--- config.mk ---
export PLATFORM = sky130hd
export DESIGN_NAME = qconv_top
export DESIGN_NICKNAME = d
export VERILOG_FILES = /design/src/rtl/qconv_pkg.sv /design/src/rtl/qconv_ctrl.sv /design/src/rtl/qconv_datapath.sv /design/src/rtl/qconv_top.sv
export SDC_FILE = /design/constraint.sdc
export NUM_CORES = 1
export LEC_CHECK = 0
export BUFFER_PORTS_ARGS = -buffer_cell sky130_fd_sc_hd__buf_4
export CAP_MARGIN = 20
export CORE_MARGIN = 3
export CORE_UTILIZATION = 40
export DETAILED_ROUTE_END_ITERATION = 8
export PLACE_DENSITY_LB_ADDON = 0.25
export SLEW_MARGIN = 20
export SYNTH_ARGS = -nofsm -noshare
export SYNTH_HDL_FRONTEND = slang
export SYNTH_SLANG_ARGS = --single-unit
--- constraint.sdc ---
create_clock -name clk -period 1.7 [get_ports clk]
set_clock_uncertainty 0.2 [all_clocks]
set_input_delay 0.34 -clock clk [delete_from_list [all_inputs] [get_ports clk]]
set_output_delay 0.34 -clock clk [all_outputs]
set_load 0.01 [all_outputs]
--- src/rtl/qconv_pkg.sv ---
package qconv_pkg;

  typedef enum logic [1:0] {
    DIG_ZERO = 2'b00,
    DIG_POS  = 2'b01,
    DIG_BAD  = 2'b10,
    DIG_NEG  = 2'b11
  } digitKind_e;

  typedef struct packed {
    logic       clearAll;
    logic       stepEn;
    digitKind_e digitKind;
    logic       takeFix;
    logic       fixVal;
  } qconvCtl_t;

  function automatic digitKind_e decodeDigit(input logic [1:0] code);
    case (code)
      2'b00:   decodeDigit = DIG_ZERO;
      2'b01:   decodeDigit = DIG_POS;
      2'b11:   decodeDigit = DIG_NEG;
      default: decodeDigit = DIG_BAD;
    endcase
  endfunction

endpackage

--- src/rtl/qconv_ctrl.sv ---
module qconv_ctrl
  import qconv_pkg::*;
#(
  parameter int QW = 8
) (
  input  logic       clk,
  input  logic       rstN,
  input  logic       start,
  input  logic       digitValid,
  input  logic [1:0] digitCode,
  input  logic       fixReq,
  output qconvCtl_t  ctl,
  output logic       ready,
  output logic       codeError
);
  localparam int CW = $clog2(QW + 1);
  localparam logic [CW-1:0] FULL_CNT = CW'(QW);
  localparam logic [CW-1:0] LAST_CNT = CW'(QW - 1);

  logic [CW-1:0] digitCnt;
  digitKind_e    kind;
  logic          isFull;
  logic          badSeen;
  logic          acceptDigit;

  assign kind        = decodeDigit(digitCode);
  assign isFull      = (digitCnt == FULL_CNT);
  assign badSeen     = digitValid && !start && !isFull && (kind == DIG_BAD);
  assign acceptDigit = digitValid && !start && !isFull && (kind != DIG_BAD);

  always_comb begin
    ctl.clearAll  = start;
    ctl.stepEn    = acceptDigit;
    ctl.digitKind = kind;
    ctl.takeFix   = acceptDigit && (digitCnt == LAST_CNT);
    ctl.fixVal    = fixReq;
  end

  always_ff @(posedge clk or negedge rstN) begin
    if (!rstN) begin
      digitCnt  <= '0;
      codeError <= 1'b0;
    end else if (start) begin
      digitCnt  <= '0;
      codeError <= 1'b0;
    end else begin
      if (acceptDigit) digitCnt <= digitCnt + CW'(1);
      if (badSeen)     codeError <= 1'b1;
    end
  end

  assign ready = isFull;

  a_r5_ready_holds : assert property (@(posedge clk) disable iff (!rstN)
    ready && !start |=> ready);

  a_r6_illegal_flags : assert property (@(posedge clk) disable iff (!rstN)
    digitValid && !start && !ready && digitCode == 2'b10 |=> codeError);

  a_r6_illegal_not_counted : assert property (@(posedge clk) disable iff (!rstN)
    digitValid && !start && digitCode == 2'b10 |=> $stable(digitCnt));

  a_r8_idle_holds : assert property (@(posedge clk) disable iff (!rstN)
    !digitValid && !start |=> $stable(digitCnt) && $stable(ready));

  a_r1_start_empties : assert property (@(posedge clk) disable iff (!rstN)
    start |=> !ready && !codeError);

endmodule

--- src/rtl/qconv_datapath.sv ---
module qconv_datapath
  import qconv_pkg::*;
#(
  parameter int QW = 8
) (
  input  logic          clk,
  input  logic          rstN,
  input  qconvCtl_t     ctl,
  output logic [QW-1:0] quotient
);
  logic [QW-1:0] qReg;
  logic [QW-1:0] qmReg;
  logic          useQm;

  always_ff @(posedge clk or negedge rstN) begin
    if (!rstN) begin
      qReg  <= '0;
      qmReg <= '1;
      useQm <= 1'b0;
    end else if (ctl.clearAll) begin
      qReg  <= '0;
      qmReg <= '1;
      useQm <= 1'b0;
    end else if (ctl.stepEn) begin
      case (ctl.digitKind)
        DIG_POS: begin
          qReg  <= {qReg[QW-2:0], 1'b1};
          qmReg <= {qReg[QW-2:0], 1'b0};
        end
        DIG_NEG: begin
          qReg  <= {qmReg[QW-2:0], 1'b1};
          qmReg <= {qmReg[QW-2:0], 1'b0};
        end
        default: begin
          qReg  <= {qReg[QW-2:0], 1'b0};
          qmReg <= {qmReg[QW-2:0], 1'b1};
        end
      endcase
      if (ctl.takeFix) useQm <= ctl.fixVal;
    end
  end

  assign quotient = useQm ? qmReg : qReg;

  a_r2_minus_one_tracks : assert property (@(posedge clk) disable iff (!rstN)
    QW'(qReg - qmReg) == QW'(1));

  a_r1_clear_zero : assert property (@(posedge clk) disable iff (!rstN)
    ctl.clearAll |=> quotient == '0);

  a_r8_hold_when_idle : assert property (@(posedge clk) disable iff (!rstN)
    !ctl.stepEn && !ctl.clearAll |=> $stable(quotient));

endmodule

--- src/rtl/qconv_top.sv ---
module qconv_top
  import qconv_pkg::*;
#(
  parameter int QW = 8
) (
  input  logic          clk,
  input  logic          rstN,
  input  logic          start,
  input  logic          digitValid,
  input  logic [1:0]    digitCode,
  input  logic          fixReq,
  output logic [QW-1:0] quotient,
  output logic          ready,
  output logic          codeError
);
  qconvCtl_t ctl;

  qconv_ctrl #(.QW(QW)) uCtrl (
    .clk(clk), .rstN(rstN), .start(start), .digitValid(digitValid),
    .digitCode(digitCode), .fixReq(fixReq), .ctl(ctl),
    .ready(ready), .codeError(codeError)
  );

  qconv_datapath #(.QW(QW)) uPath (
    .clk(clk), .rstN(rstN), .ctl(ctl), .quotient(quotient)
  );

  a_r5_frozen_when_ready : assert property (@(posedge clk) disable iff (!rstN)
    ready && !start |=> $stable(quotient) && $stable(codeError));

endmodule

==> qor.log, run 1 <==
[setup_path] data required time of the worst path 1.16 ns
[setup_path] startpoint types flip-flop
[clock_tree] TritonCTS buffer count 3
[place] number of port buffers 16
[setup_path] critical path capture point type output port
[outcome] violated checks setup timing
[clock_tree] Clock Tree Root sky130_fd_sc_hd__clkbuf_4
[grt] overall fraction of global-route tracks in use 17.84%
[power] switching part of the total power 29.04%
[synth] Netlist cell types 32
[timing] tightest slew margin relative to the limit 73.08%
[clock_tree] clock tree from TritonCTS yes
[synth] Post-synth top flop sky130_fd_sc_hd__dfrtp_1
[die] Core Area 3153 µm²
[power] sw power 336.3 µW
[die] die extent in x 64.37 µm
[worst_hold_path] Tightest Hold Check Type input port to flip-flop
[drt] count of TritonRoute iterations in the first routing pass 4
[synth] Post-Synthesis Mean Instance Area 10.56 µm²
[die] Top-Level Pins 17
[clock_tree] CTS H-tree depth 1
[grt] via count of the first global-routing pass 1153
[timing] TNS Setup -1.256 ns
[timing] final critical-path required period 1.861 ns
[synth] number of standard cells after synthesis 129
[job] number of max-capacitance violations reported 0
[setup_path] crit path launch uPath.useQm$_DFFE_PN0P_
[timing] highest clock frequency the design can meet 537.3 MHz
[drt] initial drt markers 86
[timing] Worst-Margin Slew 0.4033 ns
[power] part of the power in the clock network 26.1%
[grt] pin count of the biggest net entering global routing 23
[setup_path] CP Capture Point quotient[0]
[die] die height 64.37 µm
[clock_tree] worst-skew pair later-pin latency 0.31 ns
[synth] number of enable-type register cells in the synthesized netlist 0
[place] HPWL Detailed 2.347 mm
[setup_path] Worst R2R Start uCtrl.digitCnt[0]$_DFFE_PN0P_
[setup_path] Critical Path Fanout Max 9
[synth] most instantiated cells after synthesis sky130_fd_sc_hd__dfrtp_1 (14), sky130_fd_sc_hd__nand2_1 (10), sky130_fd_sc_hd__mux2i_1 (9), sky130_fd_sc_hd__o31ai_1 (9)
[synth] Post-Syn Nets 138
[synth] top cell type by total area after synthesis sky130_fd_sc_hd__dfrtp_1
[clock_tree] buffer levels on the longest clock path 2
[power] internal power of the cells 821.7 µW
[setup_path] flop2flop setup slack 0.02 ns
[die] area of the die 4143 µm²
[power] share of total power in sequential cells 51.1%
[setup_path] Critical R2R Capture uPath.qReg[0]$_DFFE_PN0P_
[synth] proportion of register bits with asynchronous set or reset after synthesis 100.0%
[outcome] status finished with violations
[synth] Mapped Area 1363 µm²
[setup_path] critical path arrival 1.32 ns
[timing] crit path setup slack, layout -0.1610 ns
[grt] global-route wire length before repair 5.871 mm
[place] worst slack at placement 0.01057 ns
[power] Total Power 1.158 mW
[final_layout] synth-to-layout area growth 34.44%
[synth] fraction of the yosys area taken by sequential cells 41.14%
[drt] Final Routed Wirelength 3.625 mm
[timing] setup repair after global routing missed its margin true
[drt] number of DRC violations after detailed routing 0
[die] starting density of the core 43.21%
[timing] number of max-slew violations in the final report 0
[place] routability-driven placement congestion ratio 0.8115
[die] Site Rows 20
[setup_path] Worst Reg-to-Reg Cells 7
[final_layout] Filler cells 271
[power] maximum VDD drop 0.0003515 V
[timing] final hold violation count 0
[synth] area fraction of the dominant cell type after synthesis 25.71%
[timing] final number of setup-violating endpoints 9
[grt] global route total overflow 0
[timing] period utilisation layout 109.5%
[synth] most common cell in the synthesized netlist sky130_fd_sc_hd__dfrtp_1
[grt] number of antenna violations at the first check in global routing 0
[clock_tree] Worst-path clk slew 0.13 ns
[power] Cell Pwr Density 632.2 nW/µm²
[drt] detailed-route via count 1201
[final_layout] number of nets at the end of the flow 168
[drt] Via density 5.946
[drt] Detail Route Antenna Nets 0
[setup_path] worst setup path class flip-flop to output port
[clock_tree] sinks on the clock net 22
[power] relative contribution of combinational cells to total power 22.8%
[final_layout] proportion of layout cells with a drive suffix above 1 47.47%
[synth] Yosys warning total 0
[synth] #FFs+latches synth 22
[synth] top cells by area in the synthesized netlist sky130_fd_sc_hd__dfrtp_1 (26%), sky130_fd_sc_hd__dfstp_2 (15%), sky130_fd_sc_hd__mux2i_1 (6.6%)
[drt] average wire per standard cell 17.95 µm
[power] cell leakage power 0.7620 nW
[final_layout] Diodes inserted 0
power by group through the flow:
stage	logic [mW]	clock network, mW	registers (mW)
2_1_floorplan	0.134	0	0.589
3_3_place_gp	0.218	0	0.595
3_5_place_dp	0.221	0	0.596
4_1_cts	0.230	0.309	0.587
5_1_grt	0.288	0.334	0.596
6_report	0.264	0.302	0.591
per-layer routing:
layer  up-vias  share of wire (%)  GRT usage [%]
met4         0               0.52          4.222
met3         2                3.6          2.812
met5         -                  0              0
met1       607                 44          24.81
li1        564                  -              -
met2        28                 52          28.99
worst max-delay path: stages (launching register included):
cell	delay, ns
sky130_fd_sc_hd__dfrtp_1	0.39
sky130_fd_sc_hd__buf_12	0.14
sky130_fd_sc_hd__mux2_2	0.33
sky130_fd_sc_hd__buf_4	0.14
per-stage QoR:
step	instance area [µm²]	util (%)	std cells	hold WS, ns
after floorplan	1363	-	129	-0.1556
after global placement	1594	50.56	192	0.04619
after detailed placement	1594	50.56	192	0.05091
after CTS	1705	54.09	200	0.02028
after global routing	1832	58.10	202	0.01571
final	1832	58.10	202	0.02793
cell usage in the layout (no fill, tap or decap), types with 2 or more instances in the layout:
cell type,instances
sky130_fd_sc_hd__nand3_1,8
sky130_fd_sc_hd__buf_6,4
sky130_fd_sc_hd__a21oi_1,3
sky130_fd_sc_hd__a32o_1,2
sky130_fd_sc_hd__clkbuf_4,3
sky130_fd_sc_hd__buf_4,28
sky130_fd_sc_hd__a31oi_1,7
sky130_fd_sc_hd__dfstp_2,8
sky130_fd_sc_hd__o31ai_4,6
sky130_fd_sc_hd__buf_12,3
sky130_fd_sc_hd__nand2_1,10
sky130_fd_sc_hd__inv_1,3
sky130_fd_sc_hd__a311oi_1,4
sky130_fd_sc_hd__o211ai_1,7
sky130_fd_sc_hd__inv_2,2
sky130_fd_sc_hd__dfrtp_1,14
sky130_fd_sc_hd__o31ai_1,3
sky130_fd_sc_hd__mux2_2,8
sky130_fd_sc_hd__mux2i_1,9
sky130_fd_sc_hd__nand4_1,5
sky130_fd_sc_hd__a311oi_2,3
flip-flops by register name, summed over array words and instances, names as in the netlist:
signal	cells
uPath.qReg	8
uPath.qmReg	8
uCtrl.digitCnt	4
uCtrl.codeError	1
uPath.useQm	1
layout make-up:
class                   instances  area (µm²)  share of cell area [%]
clock buffers                   4       36.28                   1.981
flip-flops and latches         22       560.5                   30.60
inverters                       6       27.53                   1.503
well taps                      44       55.05                   3.005
multi-input cells              89       812.0                   44.33
repair buffers                 37       340.3                   18.58
worst min path at each step:
stage | startpoint | endpoint | slack (ns) | depth (start not counted)
after detailed placement | rstN | uPath.qReg[4]$_DFFE_PN0P_ | 0.05 | 1
after global placement | rstN | uPath.qReg[4]$_DFFE_PN0P_ | 0.05 | 1
after CTS | start | uCtrl.digitCnt[0]$_DFFE_PN0P_ | 0.02 | 2
final | start | uPath.qReg[1]$_DFFE_PN0P_ | 0.03 | 2
after global routing | start | uPath.qReg[1]$_DFFE_PN0P_ | 0.02 | 2
after floorplan | rstN | uCtrl.codeError$_DFFE_PN0P_ | -0.16 | 0
logic make-up (layout without fill, tap and decap cells):
| group | Yosys count | count (layout) | synth area share (%) |
|---|---|---|---|
| buffers and inverters | 18 | 47 | 7.621 |
| AND/OR/NAND/NOR | 32 | 32 | 15.15 |
| AO/OA/AOI/OAI | 38 | 38 | 21.03 |
| adder cells (fa/ha/maj) | 2 | 2 | 1.836 |
| multiplexers | 17 | 17 | 13.22 |
| flip-flops | 22 | 22 | 41.14 |
what timing repair did:
action | CTS | global route
pin swaps | 2 | 9
hold buffers | 1 | 0
buffers inserted | 3 | 2
setup endpoints to repair | 10 | 27
resized for setup | 11 | 20
endpoints found under the hold margin | 22 | 0
Note: power is estimated with default switching activity, not from simulation.
==> inputs of run 2 (changes only) <==
--- a/config.mk
+++ b/config.mk
@@ -11,6 +11,7 @@
 export CORE_UTILIZATION = 40
 export DETAILED_ROUTE_END_ITERATION = 8
 export PLACE_DENSITY_LB_ADDON = 0.25
+export SETUP_SLACK_MARGIN = 0.05
 export SLEW_MARGIN = 20
 export SYNTH_ARGS = -nofsm -noshare
 export SYNTH_HDL_FRONTEND = slang
==> qor.log, run 2 (synthesis results as in run 1) <==
[outcome] status finished with violations
[outcome] violated checks setup timing
[setup_path] CP Cell Sequence buf_12 > mux2_2 > buf_4
[clock_tree] Worst-path clk slew 0.13 ns [about the same]
[timing] final number of setup-violating endpoints 11 [+2]
[clock_tree] clock tree from TritonCTS yes
[drt] detailed-route via count 1212 [+0.92%]
[timing] final hold violation count 0 [unchanged]
[setup_path] crit path buf inv count 2 [unchanged]
[setup_path] data required time of the worst path 1.16 ns [about the same]
[power] maximum VDD drop 0.0003438 V [-2.2%]
[die] Core Area 3153 µm² [unchanged]
[drt] Detail Route Antenna Nets 0 [unchanged]
[clock_tree] Clock Tree Root sky130_fd_sc_hd__clkbuf_4
[setup_path] master of the slowest instance on the critical path sky130_fd_sc_hd__dfrtp_1
[grt] number of antenna violations at the first check in global routing 0 [unchanged]
[place] HPWL Detailed 2.347 mm [unchanged]
[final_layout] most common cell after layout, fill and taps aside sky130_fd_sc_hd__buf_4
[drt] Via density 6.000 [+0.92%]
[drt] DR top layer met4
[timing] highest clock frequency the design can meet 536.9 MHz [about the same]
[clock_tree] buffer levels on the longest clock path 2 [unchanged]
[place] number of port buffers 16 [unchanged]
[grt] overall fraction of global-route tracks in use 17.66% [-0.18 points]
[final_layout] synth-to-layout area growth 39.49%
[die] starting density of the core 43.21% [unchanged]
[timing] period utilisation layout 109.6% [about the same]
[setup_path] Critical Path Fanout Max 9 [unchanged]
[timing] Worst-Margin Slew 0.4156 ns [+0.01224 ns]
[drt] average wire per standard cell 19.04 µm [+6.1%]
[drt] Post-Route M1 WL 1.710 mm [+8.2%]
[setup_path] critical path capture point type output port
[setup_path] cell type group with the largest total delay on the critical path flip-flops
[die] area of the die 4143 µm² [unchanged]
[worst_hold_path] Tightest Hold Check Type input port to flip-flop
[setup_path] startpoint types flip-flop
[grt] global-route wire length before repair 5.802 mm [-1.2%]
[grt] global route total overflow 0 [unchanged]
[die] Site Rows 20 [unchanged]
[timing] number of max-slew violations in the final report 0 [unchanged]
[place] routability-driven placement congestion ratio 0.8115 [unchanged]
[drt] number of DRC violations after detailed routing 0 [unchanged]
[die] die height 64.37 µm [unchanged]
[final_layout] final std cells w/o fill 202 [unchanged]
[clock_tree] worst-skew pair later-pin latency 0.31 ns [about the same]
[final_layout] proportion of layout cells with a drive suffix above 1 51.90% [+4.4 points]
[drt] count of TritonRoute iterations in the first routing pass 4 [unchanged]
[drt] wire length on met3 162 µm [+26%]
[final_layout] largest registers uPath.qReg: 8 flops, uPath.qmReg: 8 flops, uCtrl.digitCnt: 4 flops
[final_layout] number of nets at the end of the flow 168 [unchanged]
[grt] pin count of the biggest net entering global routing 23 [unchanged]
[job] number of max-capacitance violations reported 0 [unchanged]
[drt] routed length on met2 1.964 mm [+3.6%]
[clock_tree] sinks on the clock net 22 [unchanged]
[drt] Final Routed Wirelength 3.847 mm [+6.1%]
[final_layout] top library cells by usage in the layout, fill and taps aside sky130_fd_sc_hd__buf_4 (25), sky130_fd_sc_hd__dfrtp_1 (14), sky130_fd_sc_hd__nand2_1 (10)
[drt] initial drt markers 74 [-14%]
[timing] setup repair after global routing missed its margin true
[clock_tree] TritonCTS buffer count 3 [unchanged]
[timing] final critical-path required period 1.863 ns [+0.001634 ns]
[final_layout] Diodes inserted 0 [unchanged]
[die] Top-Level Pins 17 [unchanged]
[setup_path] slowest stage delay, CP 0.39 ns [about the same]
[timing] crit path setup slack, layout -0.1626 ns [-0.001634 ns]
[timing] TNS Setup -1.320 ns [-0.06388 ns]
[place] placed cell count 192 [unchanged]
[power] Cell Pwr Density 616.4 nW/µm² [-2.5%]
[setup_path] flop2flop setup slack -0.02 ns [-0.04 ns]
[setup_path] worst setup path class flip-flop to output port
[timing] tightest slew margin relative to the limit 72.27% [-0.82 points]
[setup_path] critical path arrival 1.32 ns [about the same]
[power] cell leakage power 0.7856 nW [+3.1%]
[die] die extent in x 64.37 µm [unchanged]
[clock_tree] CTS H-tree depth 1 [unchanged]
[grt] via count of the first global-routing pass 1151 [-0.17%]
run 2: power breakdown:
part           leakage [nW]  internal, mW  total [mW]  switching, mW
Combinational         0.490         0.134       0.278          0.144
Clock                0.0210         0.131       0.302          0.171
Sequential            0.274         0.561       0.592         0.0306
Total                 0.786         0.826        1.17          0.346
run 2: worst register-to-register path, cell delays in order (launching register included):
cell and delay (ns):
sky130_fd_sc_hd__dfrtp_1 0.40, sky130_fd_sc_hd__inv_2 0.07, sky130_fd_sc_hd__ha_4 0.16, sky130_fd_sc_hd__nand3b_4 0.09
sky130_fd_sc_hd__clkinv_4 0.06, sky130_fd_sc_hd__buf_8 0.14, sky130_fd_sc_hd__buf_12 0.14, sky130_fd_sc_hd__o31ai_4 0.24
sky130_fd_sc_hd__a21oi_1 0.11
run 2: timing repair:
action	in CTS	in global routing
cloned	0	1
endpoints found under the setup margin	20	28
buffers inserted	3	1
hold buffers	1	0
pin swaps	3	12
gates resized for setup	14	27
hold endpoints to repair	22	0
run 2: worst paths after layout:
path	cells after the start	from	endpoint
worst max-delay path	3	uPath.useQm$_DFFE_PN0P_	quotient[0]
worst min-delay path	2	start	uPath.qReg[2]$_DFFE_PN0P_
worst max register to register	8	uCtrl.digitCnt[0]$_DFFE_PN0P_	uCtrl.digitCnt[1]$_DFFE_PN0P_
worst min register to register	2	uPath.qmReg[0]$_DFFE_PN1P_	uPath.qmReg[0]$_DFFE_PN1P_
max in group asynchronous	2	rstN	uPath.qmReg[0]$_DFFE_PN1P_
min in group asynchronous	2	rstN	uPath.qReg[4]$_DFFE_PN0P_
run 2: layout make-up:
class / instances / area (µm²)
fill: 264 / 1252
clock buffer: 4 / 36.28
tap: 44 / 55.05
sequential: 22 / 560.5
inverter: 6 / 27.53
multi-input combinational: 89 / 852.1
timing repair buffer: 37 / 369.1
run 2: per-layer routing:
layer / up-vias / global-route usage (%)
li1: 558 / -
met1: 612 / 24.15
met2: 40 / 29.12
met3: 2 / 2.812
met4: 0 / 4.222
met5: - / 0
run 2: metrics by stage:
stage / hold WS [ns] / total power, mW / util (%) / instance area [µm²] / setup WS [ns]
3_3_place_gp: 0.04619 / 0.8137 / 50.56 / 1594 / 0.07188
5_1_grt: 0.01879 / 1.231 / 60.28 / 1901 / -0.2226
4_1_cts: 0.02028 / 1.128 / 54.52 / 1719 / -0.1743
2_1_floorplan: -0.1556 / 0.7233 / - / 1363 / 0.1167
3_5_place_dp: 0.05091 / 0.8168 / 50.56 / 1594 / 0.01057
6_report: 0.03665 / 1.171 / 60.28 / 1901 / -0.1626
